$ cat src/rtl/tlb_fa.sv
module tlb_fa #(
  parameter int ENTRIES = 8,
  parameter int VA_W    = 32,
  parameter int PA_W    = 32,
  parameter int OFF_W   = 12
) (
  input  logic                  clk,
  input  logic                  rst_n,
  input  logic                  flush,
  input  logic                  lk_valid,
  input  logic [VA_W-1:0]       lk_vaddr,
  output logic                  lk_hit,
  output logic [PA_W-1:0]       lk_paddr,
  input  logic                  fill_en,
  input  logic [VA_W-OFF_W-1:0] fill_vpn,
  input  logic [PA_W-OFF_W-1:0] fill_pfn
);
  localparam int VPN_W = VA_W - OFF_W;
  localparam int PFN_W = PA_W - OFF_W;
  localparam int IDX_W = (ENTRIES > 1) ? $clog2(ENTRIES) : 1;
  localparam logic [IDX_W-1:0] OLDEST = IDX_W'(ENTRIES - 1);

  logic [ENTRIES-1:0]            valid, lk_match, fill_match;
  logic [ENTRIES-1:0][VPN_W-1:0] tag;
  logic [ENTRIES-1:0][PFN_W-1:0] frame;
  logic [ENTRIES-1:0][IDX_W-1:0] age;
  logic [VPN_W-1:0]              lk_vpn;
  logic [IDX_W-1:0]              hit_idx, fill_idx, touch_idx;
  logic                          touch_en;

  assign lk_vpn = lk_vaddr[VA_W-1:OFF_W];

  for (genvar g = 0; g < ENTRIES; g++) begin : g_cmp
    assign lk_match[g]   = valid[g] && (tag[g] == lk_vpn);
    assign fill_match[g] = valid[g] && (tag[g] == fill_vpn);
  end

  always_comb begin
    hit_idx = '0;
    for (int i = 0; i < ENTRIES; i++)
      if (lk_match[i]) hit_idx = IDX_W'(i);
  end

  always_comb begin
    fill_idx = '0;
    if (|fill_match) begin
      for (int i = 0; i < ENTRIES; i++)
        if (fill_match[i]) fill_idx = IDX_W'(i);
    end else if (!(&valid)) begin
      for (int i = ENTRIES - 1; i >= 0; i--)
        if (!valid[i]) fill_idx = IDX_W'(i);
    end else begin
      for (int i = 0; i < ENTRIES; i++)
        if (age[i] == OLDEST) fill_idx = IDX_W'(i);
    end
  end

  assign lk_hit    = lk_valid && (|lk_match);
  assign lk_paddr  = lk_hit ? {frame[hit_idx], lk_vaddr[OFF_W-1:0]} : '0;
  assign touch_en  = !flush && (fill_en || lk_hit);
  assign touch_idx = fill_en ? fill_idx : hit_idx;

  always_ff @(posedge clk) begin
    if (!rst_n || flush) begin
      valid <= '0;
      for (int i = 0; i < ENTRIES; i++) age[i] <= IDX_W'(i);
    end else begin
      if (fill_en) begin
        valid[fill_idx] <= 1'b1;
        tag[fill_idx]   <= fill_vpn;
        frame[fill_idx] <= fill_pfn;
      end
      if (touch_en) begin
        for (int i = 0; i < ENTRIES; i++) begin
          if (IDX_W'(i) == touch_idx)        age[i] <= '0;
          else if (age[i] < age[touch_idx])  age[i] <= age[i] + 1'b1;
        end
      end
    end
  end
endmodule

$ cat config.mk
export PLATFORM = sky130hd
export DESIGN_NAME = tlb_fa
export DESIGN_NICKNAME = d
export VERILOG_FILES = /design/src/rtl/tlb_fa.sv
export SDC_FILE = /design/constraint.sdc
export NUM_CORES = 1
export LEC_CHECK = 0
export ABC_CLOCK_PERIOD_IN_PS = 4000
export BUFFER_PORTS_ARGS = -buffer_cell sky130_fd_sc_hd__buf_4
export CORE_ASPECT_RATIO = 0.8
export CORE_MARGIN = 5
export CORE_UTILIZATION = 55
export CTS_CLUSTER_DIAMETER = 40
export DETAILED_ROUTE_END_ITERATION = 6
export PLACE_DENSITY = 0.76
export RECOVER_POWER = 100
export SLEW_MARGIN = 25
export SYNTH_ARGS = -nofsm -noshare
export SYNTH_HDL_FRONTEND = slang
export SYNTH_SLANG_ARGS = --single-unit
$ cat constraint.sdc
create_clock -name clk -period 4 [get_ports clk]
set_input_delay 0.2 -clock clk [delete_from_list [all_inputs] [get_ports clk]]
set_output_delay 0.2 -clock clk [all_outputs]
set_load 0.02 [all_outputs]
After elaboration in Yosys (flattened, before gate mapping)
Index checks and enable logic that the tools add are counted. Widths: inputs -> output; s select.

$add $sub $neg: 8. $lt $le $gt $ge: 12. Eq/ne operators: 30. Multiplexer cells: 59. Bitwise logic cells: 2. Reductions and logical operators: 44.

Operators with widths (count): $bwmux 160 (2); $eq 20x20->1 (16); $mux 3 (46); $bmux 20 s3 (1); $demux 20 s3 (1); $mux 20 (2); $mux 32 (1); $add 3x1->3 const B (8); $lt 3x3->1 (8); $eq 3x3->1 const B (7); $logic_and 1x1->1 (19); $reduce_and 2->1 (9); $reduce_bool 2->1 (8); $reduce_or 8->1 (2); $eq 3x3->1 const A (4); $lt 3x4->1 const B (3); $bmux 3 s3 (1); $or 8x8->8 (1); $reduce_and 8->1 (1); $eq 2x3->1 const A (2); $mux 1 (4); $demux 1 s3 (1); $eq 1x3->1 const A (1); $ge 3x1->1 const B (1); other kinds (4) (6).

Flip-flop bits (word level): 352. Bits of input ports: 77. Output and inout bits: 33. Logic and storage cells: 180.

Logic depth before layout (Yosys ltp)
Depth in word-level cells: 16. Depth in mapped cells: 19. Mapped depth without buffers: 19.

Worst setup path before layout
Ideal clock, no wire load.

Path type: register -> register. Start point: register tag[87] (netlist bit). End point: register age[2] (netlist bit). Setup time: 0.070 ns. Data arrival time: 4.258 ns. Data required time: 3.930 ns. Path slack: -0.328 ns. Stages on the path, launching flop included: 17. Cell sequence: edfxtp_1 -> xnor2_1 -> nand2_1 -> or3b_2 -> nor4_1 -> nand4_1 -> a31oi_2 -> mux2i_4 -> a211oi_1 -> a21oi_1 -> o21ai_0 -> ha_1 -> or2_2 -> a21oi_1 -> a41oi_1 -> or4_1 -> a21oi_1.

Cells in the longest elaborated chain, start to end: 13. Elaborated cells on any way between the ends: 26.

RTL lines: from (decl) (line 24) `logic [ENTRIES-1:0][VPN_W-1:0] tag;`; from (signal, indexed assignment) (line 70) `tag[fill_idx] <= fill_vpn;`; $eq 20x20->1 (line 35) `assign fill_match[g] = valid[g] && (tag[g] == fill_vpn);`; $logic_and 1x1->1 (line 35); $mux 3 (4 in series) (line 48) `if (fill_match[i]) fill_idx = IDX_W'(i);`; $mux 3 (line 46) `if (|fill_match) begin`; $mux 3 (line 61) `assign touch_idx = fill_en ? fill_idx : hit_idx;`; $bmux 3 s3 (line 76) `else if (age[i] < age[touch_idx]) age[i] <= age[i] + 1'b1;`; $mux 3 (not written as such) (line 76); $lt 3x3->1 (line 76); $reduce_bool 2->1 (no line); $reduce_and 2->1 (no line); to (signal, indexed assignment) (line 75) `if (IDX_W'(i) == touch_idx) age[i] <= '0;`; to (decl) (line 26) `logic [ENTRIES-1:0][IDX_W-1:0] age;`.

Parallel ways exist; a longest one is shown, timed or not. The select of a mux whose other input is x is not followed. A chain may end at the register's enable or synchronous reset.

Worst setup path after layout
Start point: register tag[66] (netlist bit). End point: register age[12] (netlist bit).

Cells in the longest elaborated chain, start to end: 14. Elaborated cells on any way between the ends: 28.

RTL lines (line): $eq 20x20->1 (35); $logic_and 1x1->1 (35); $mux 3 (5 in series) (48); $mux 3 (46); $mux 3 (61); $bmux 3 s3 (76); $mux 3 (not written as such) (76); $lt 3x3->1 (76); $reduce_bool 2->1 (no line); $reduce_and 2->1 (no line).

Parallel ways exist; a longest one is shown, timed or not. The select of a mux whose other input is x is not followed.

==> summary.md <==
| Metric | Value |
|---|---|
| Outcome | `complete, but fails checks` |
| Failing checks | `negative setup slack` |
| Grt ovf | `0` |
| Delay-heaviest family, CP | `compound AO/OA/AOI/OAI gates` |
| DP HPWL | `42,000 microns` |
| Pwr dens | `362 nW/um^2` |
| Combinational Power Share | `0.102` |
| Reg2reg end | `age[12]` |
| FILL cells | `1,855` |
| Mapped Area | `17,700 sq um` |
| Post-synth top area cell | `edfxtp_1` |
| Final Skew | `0.0271 ns` |
| Register bit count reported by yosys | `352` |
| Upper clock frequency limit | `0.235 GHz` |
| Most used flip-flop cell after synthesis | `edfxtp_1` |
| CTS sink count | `352` |
| Tmin final | `4.26 ns` |
| Max stage delay on crit path | `0.43 ns` |
| Diodes inserted | `0` |
| VDD IR-drop max | `0.000419 V` |
| Reg2reg start | `tag[66]` |
| Crit path capture type | `flop` |
| RSZ-0062 raised after global routing | `yes` |
| IO buf count | `109` |
| Max clock buf depth | `3` |
| DRC viols | `0` |
| Number of max-cap violations | `0` |
| Pint | `6.71 mW` |
| Clock slew at reported path FFs | `0.06 ns` |
| RD Place Congestion | `1.00` |
| Switching pwr | `2.23 mW` |
| Worst rel slew slack | `0.230` |
| Crit path launch | `tag[66]` |
| Crit-path cells | `buf_4, xnor2_2, nand4_1, nor4_2, nand4b_1, buf_4, a311o_1, nand3_2, o311ai_4, buf_12, mux2_4, o2bb2ai_4, clkbuf_16, nor3_2, o211ai_1, buf_4, buf_6, nand3_2, a21oi_1` |
| Chip Width | `211 microns` |
| Cells on worst reg2reg path | `19` |
| Clock network power share | `0.446` |
| Levels on crit path | `19` |
| Final wirelength | `65,700 microns` |
| Die H | `171 microns` |
| Slowest-stage cell, CP | `edfxtp_1` |
| Share of cells above drive strength 1 | `0.380` |
| Critical Path RT | `4.46 ns` |
| Netlist cell types | `78` |
| CTS H-Tree Depth | `2` |
| Top cell type's share of synthesized area | `0.541` |
| Post-layout util | `0.781` |
| Cell mode on critical path | `buf_4` |
| Area grow syn2layout | `39.2%` |
| Setup violators final | `56` |
| Hold Fails Final Rpt | `0` |
| Vias in the first global route | `14,100` |
| Iter 0 DRT Violations | `2,042` |
| DR vias | `14,500` |
| DR WL/cell | `28.7 microns` |
| Worst Path Buf+Inv | `6` |
| Avg Cell Area, Syn | `13.4 sq um` |
| Initial antenna violation count | `1` |
| Largest net degree at the start of global routing | `30` |
| Register area | `10,200 sq um` |
| Post-synth EDFFs | `320` |
| Switching Fraction | `0.250` |
| First-pass DRT Iterations | `5` |
| Max-slew violation count | `0` |
| Top post-synthesis cells by area | `edfxtp_1 (54%), xnor2_1 (10%), xor2_1 (5.6%)` |
| Min-delay src | `fill_vpn[4]` |
| Placeable Area | `31,600 sq um` |
| Seq pwr share | `0.452` |
| R2R Setup Slk | `-0.26 ns` |
| Count leader, synth | `edfxtp_1` |
| Fin area | `24,700 sq um` |
| Global-route wire length before repair | `90,100 microns` |
| CTS tree | `built` |
| CP Data Arrival Time | `4.73 ns` |
| Setup TNS | `-7.58 ns` |
| Post-DP Area | `21,600 sq um` |
| Dpl ws | `-0.396 ns` |
| Crit path max fanout | `6` |
| Initial Util | `0.561` |
| Fin nets | `1,935` |
| Leak Pwr | `8.90 nW` |
| Cells after Synth | `1,322` |
| Clock buffer count from CTS | `43` |
| DR vias/cell | `6.32` |
| Die area | `36,000 sq um` |
| Final period util | `1.07` |
| Worst skew pair latency | `0.58 ns` |
| Syn Nets | `1,422` |
| WS Path Type | `flop to flop` |
| Area of the multi-input gates | `8010 sq um` |
| Sequential area share after synthesis | `0.577` |
| Worst setup SP type | `flop` |
| Ports | `110` |
| Post-synth top cells | `edfxtp_1 (320), xnor2_1 (206), xor2_1 (114), nand2_1 (97), nand4_1 (69)` |
| Ys async rst share | `0` |
| Final WS setup | `-0.264 ns` |
| Gr usage total | `0.342` |
| Worst min path class | `input pin to flop` |
| Worst setup path endpoint | `age[12]` |
| DRT antenna net count | `0` |
| Worst slew pin tran | `1.16 ns` |
| Row count | `58` |
| Yosys Warn Count | `0` |
| Clock Tree Root | `clkbuf_16` |
through the flow:
stage | instances | hold WS [ns] | total power, mW
after CTS | 2267 | 0.00753 | 8.87
final | 2289 | 0.0471 | 8.94
after global routing | 2289 | 0.0277 | 9.16
after floorplan | 1322 | 0.299 | 4.48
after global placement | 2124 | 0.433 | 4.88
after detailed placement | 2124 | 0.436 | 4.90
registers in the layout, indices dropped and copies added (netlist names):
| register | cells |
|---|---|
| age | 24 |
| frame | 160 |
| tag | 160 |
| valid | 8 |
placed cells by master, fill, tap and decap left out, types with 7 or more instances in the layout:
cell type / n
buf_6: 31
xnor2_2: 15
nand4_1: 69
edfxtp_1: 320
buf_4: 356
inv_1: 23
nor3_1: 10
nor4_2: 14
clkbuf_16: 46
clkbuf_4: 7
mux4_2: 41
nor2_1: 15
clkbuf_1: 78
nor4_1: 25
buf_12: 22
nand2_1: 71
a21o_1: 10
dfxtp_1: 32
a21oi_2: 12
a21oi_1: 25
and2_1: 14
xnor2_1: 191
o211ai_1: 9
nand3_1: 29
nand2_2: 24
xor2_1: 109
ha_1: 19
nor2_4: 9
dlygate4sd3_1: 27
routing by layer:
layer	global-route usage	wire length [microns]	part of all wire	vias to the layer above
met5	0.0212	215	0.0033	-
met1	0.490	25100	0.38	7073
met4	0.0924	2230	0.034	6
met3	0.118	9440	0.14	193
met2	0.502	28700	0.44	1165
li1	-	-	-	6022
power by group through the flow:
stage	Clock, mW	Sequential, mW	Combinational, mW
finish	3.99	4.05	0.908
global route	4.18	4.04	0.941
CTS	3.97	4.04	0.859
detailed placement	0	4.12	0.778
global placement	0	4.12	0.763
floorplan	0	4.12	0.358
cell families after synthesis:
kind of cell               after synthesis  share of synthesized area
DFF                                    352                      0.577
and+or+nand+nor                        346                      0.105
xor gates and xnor gates               320                      0.158
AOI/OAI and AO/OA                      141                     0.0577
buffers and inverters                   88                     0.0264
muxes                                   50                     0.0581
adders and majority gates               25                     0.0175
layout make-up:
cell class,count,share of cell area
flip-flops and latches,352,0.415
multi-input cells,882,0.324
repair buffers,530,0.177
clock buffers,48,0.0443
well taps,420,0.0213
clock inverters,31,0.0141
inverters,25,0.00395
repair inverters,1,0.000304
what timing repair did:
action                     CTS  global route
gates cloned                 7             5
buffers inserted            31            21
setup endpoints to repair   57            56
pin swaps                   39            91
hold buffers                27             0
hold endpoints to repair   174             0
resized for setup          119           110
how the worst min path moves through the flow:
stage | end | cells after the start
6_report | tag[124] | 2
5_1_grt | tag[124] | 2
4_1_cts | tag[71] | 1
3_5_place_dp | frame[25] | 1
3_3_place_gp | frame[132] | 1
2_1_floorplan | frame[0] | 0
Power figures use the tool's default switching activity.
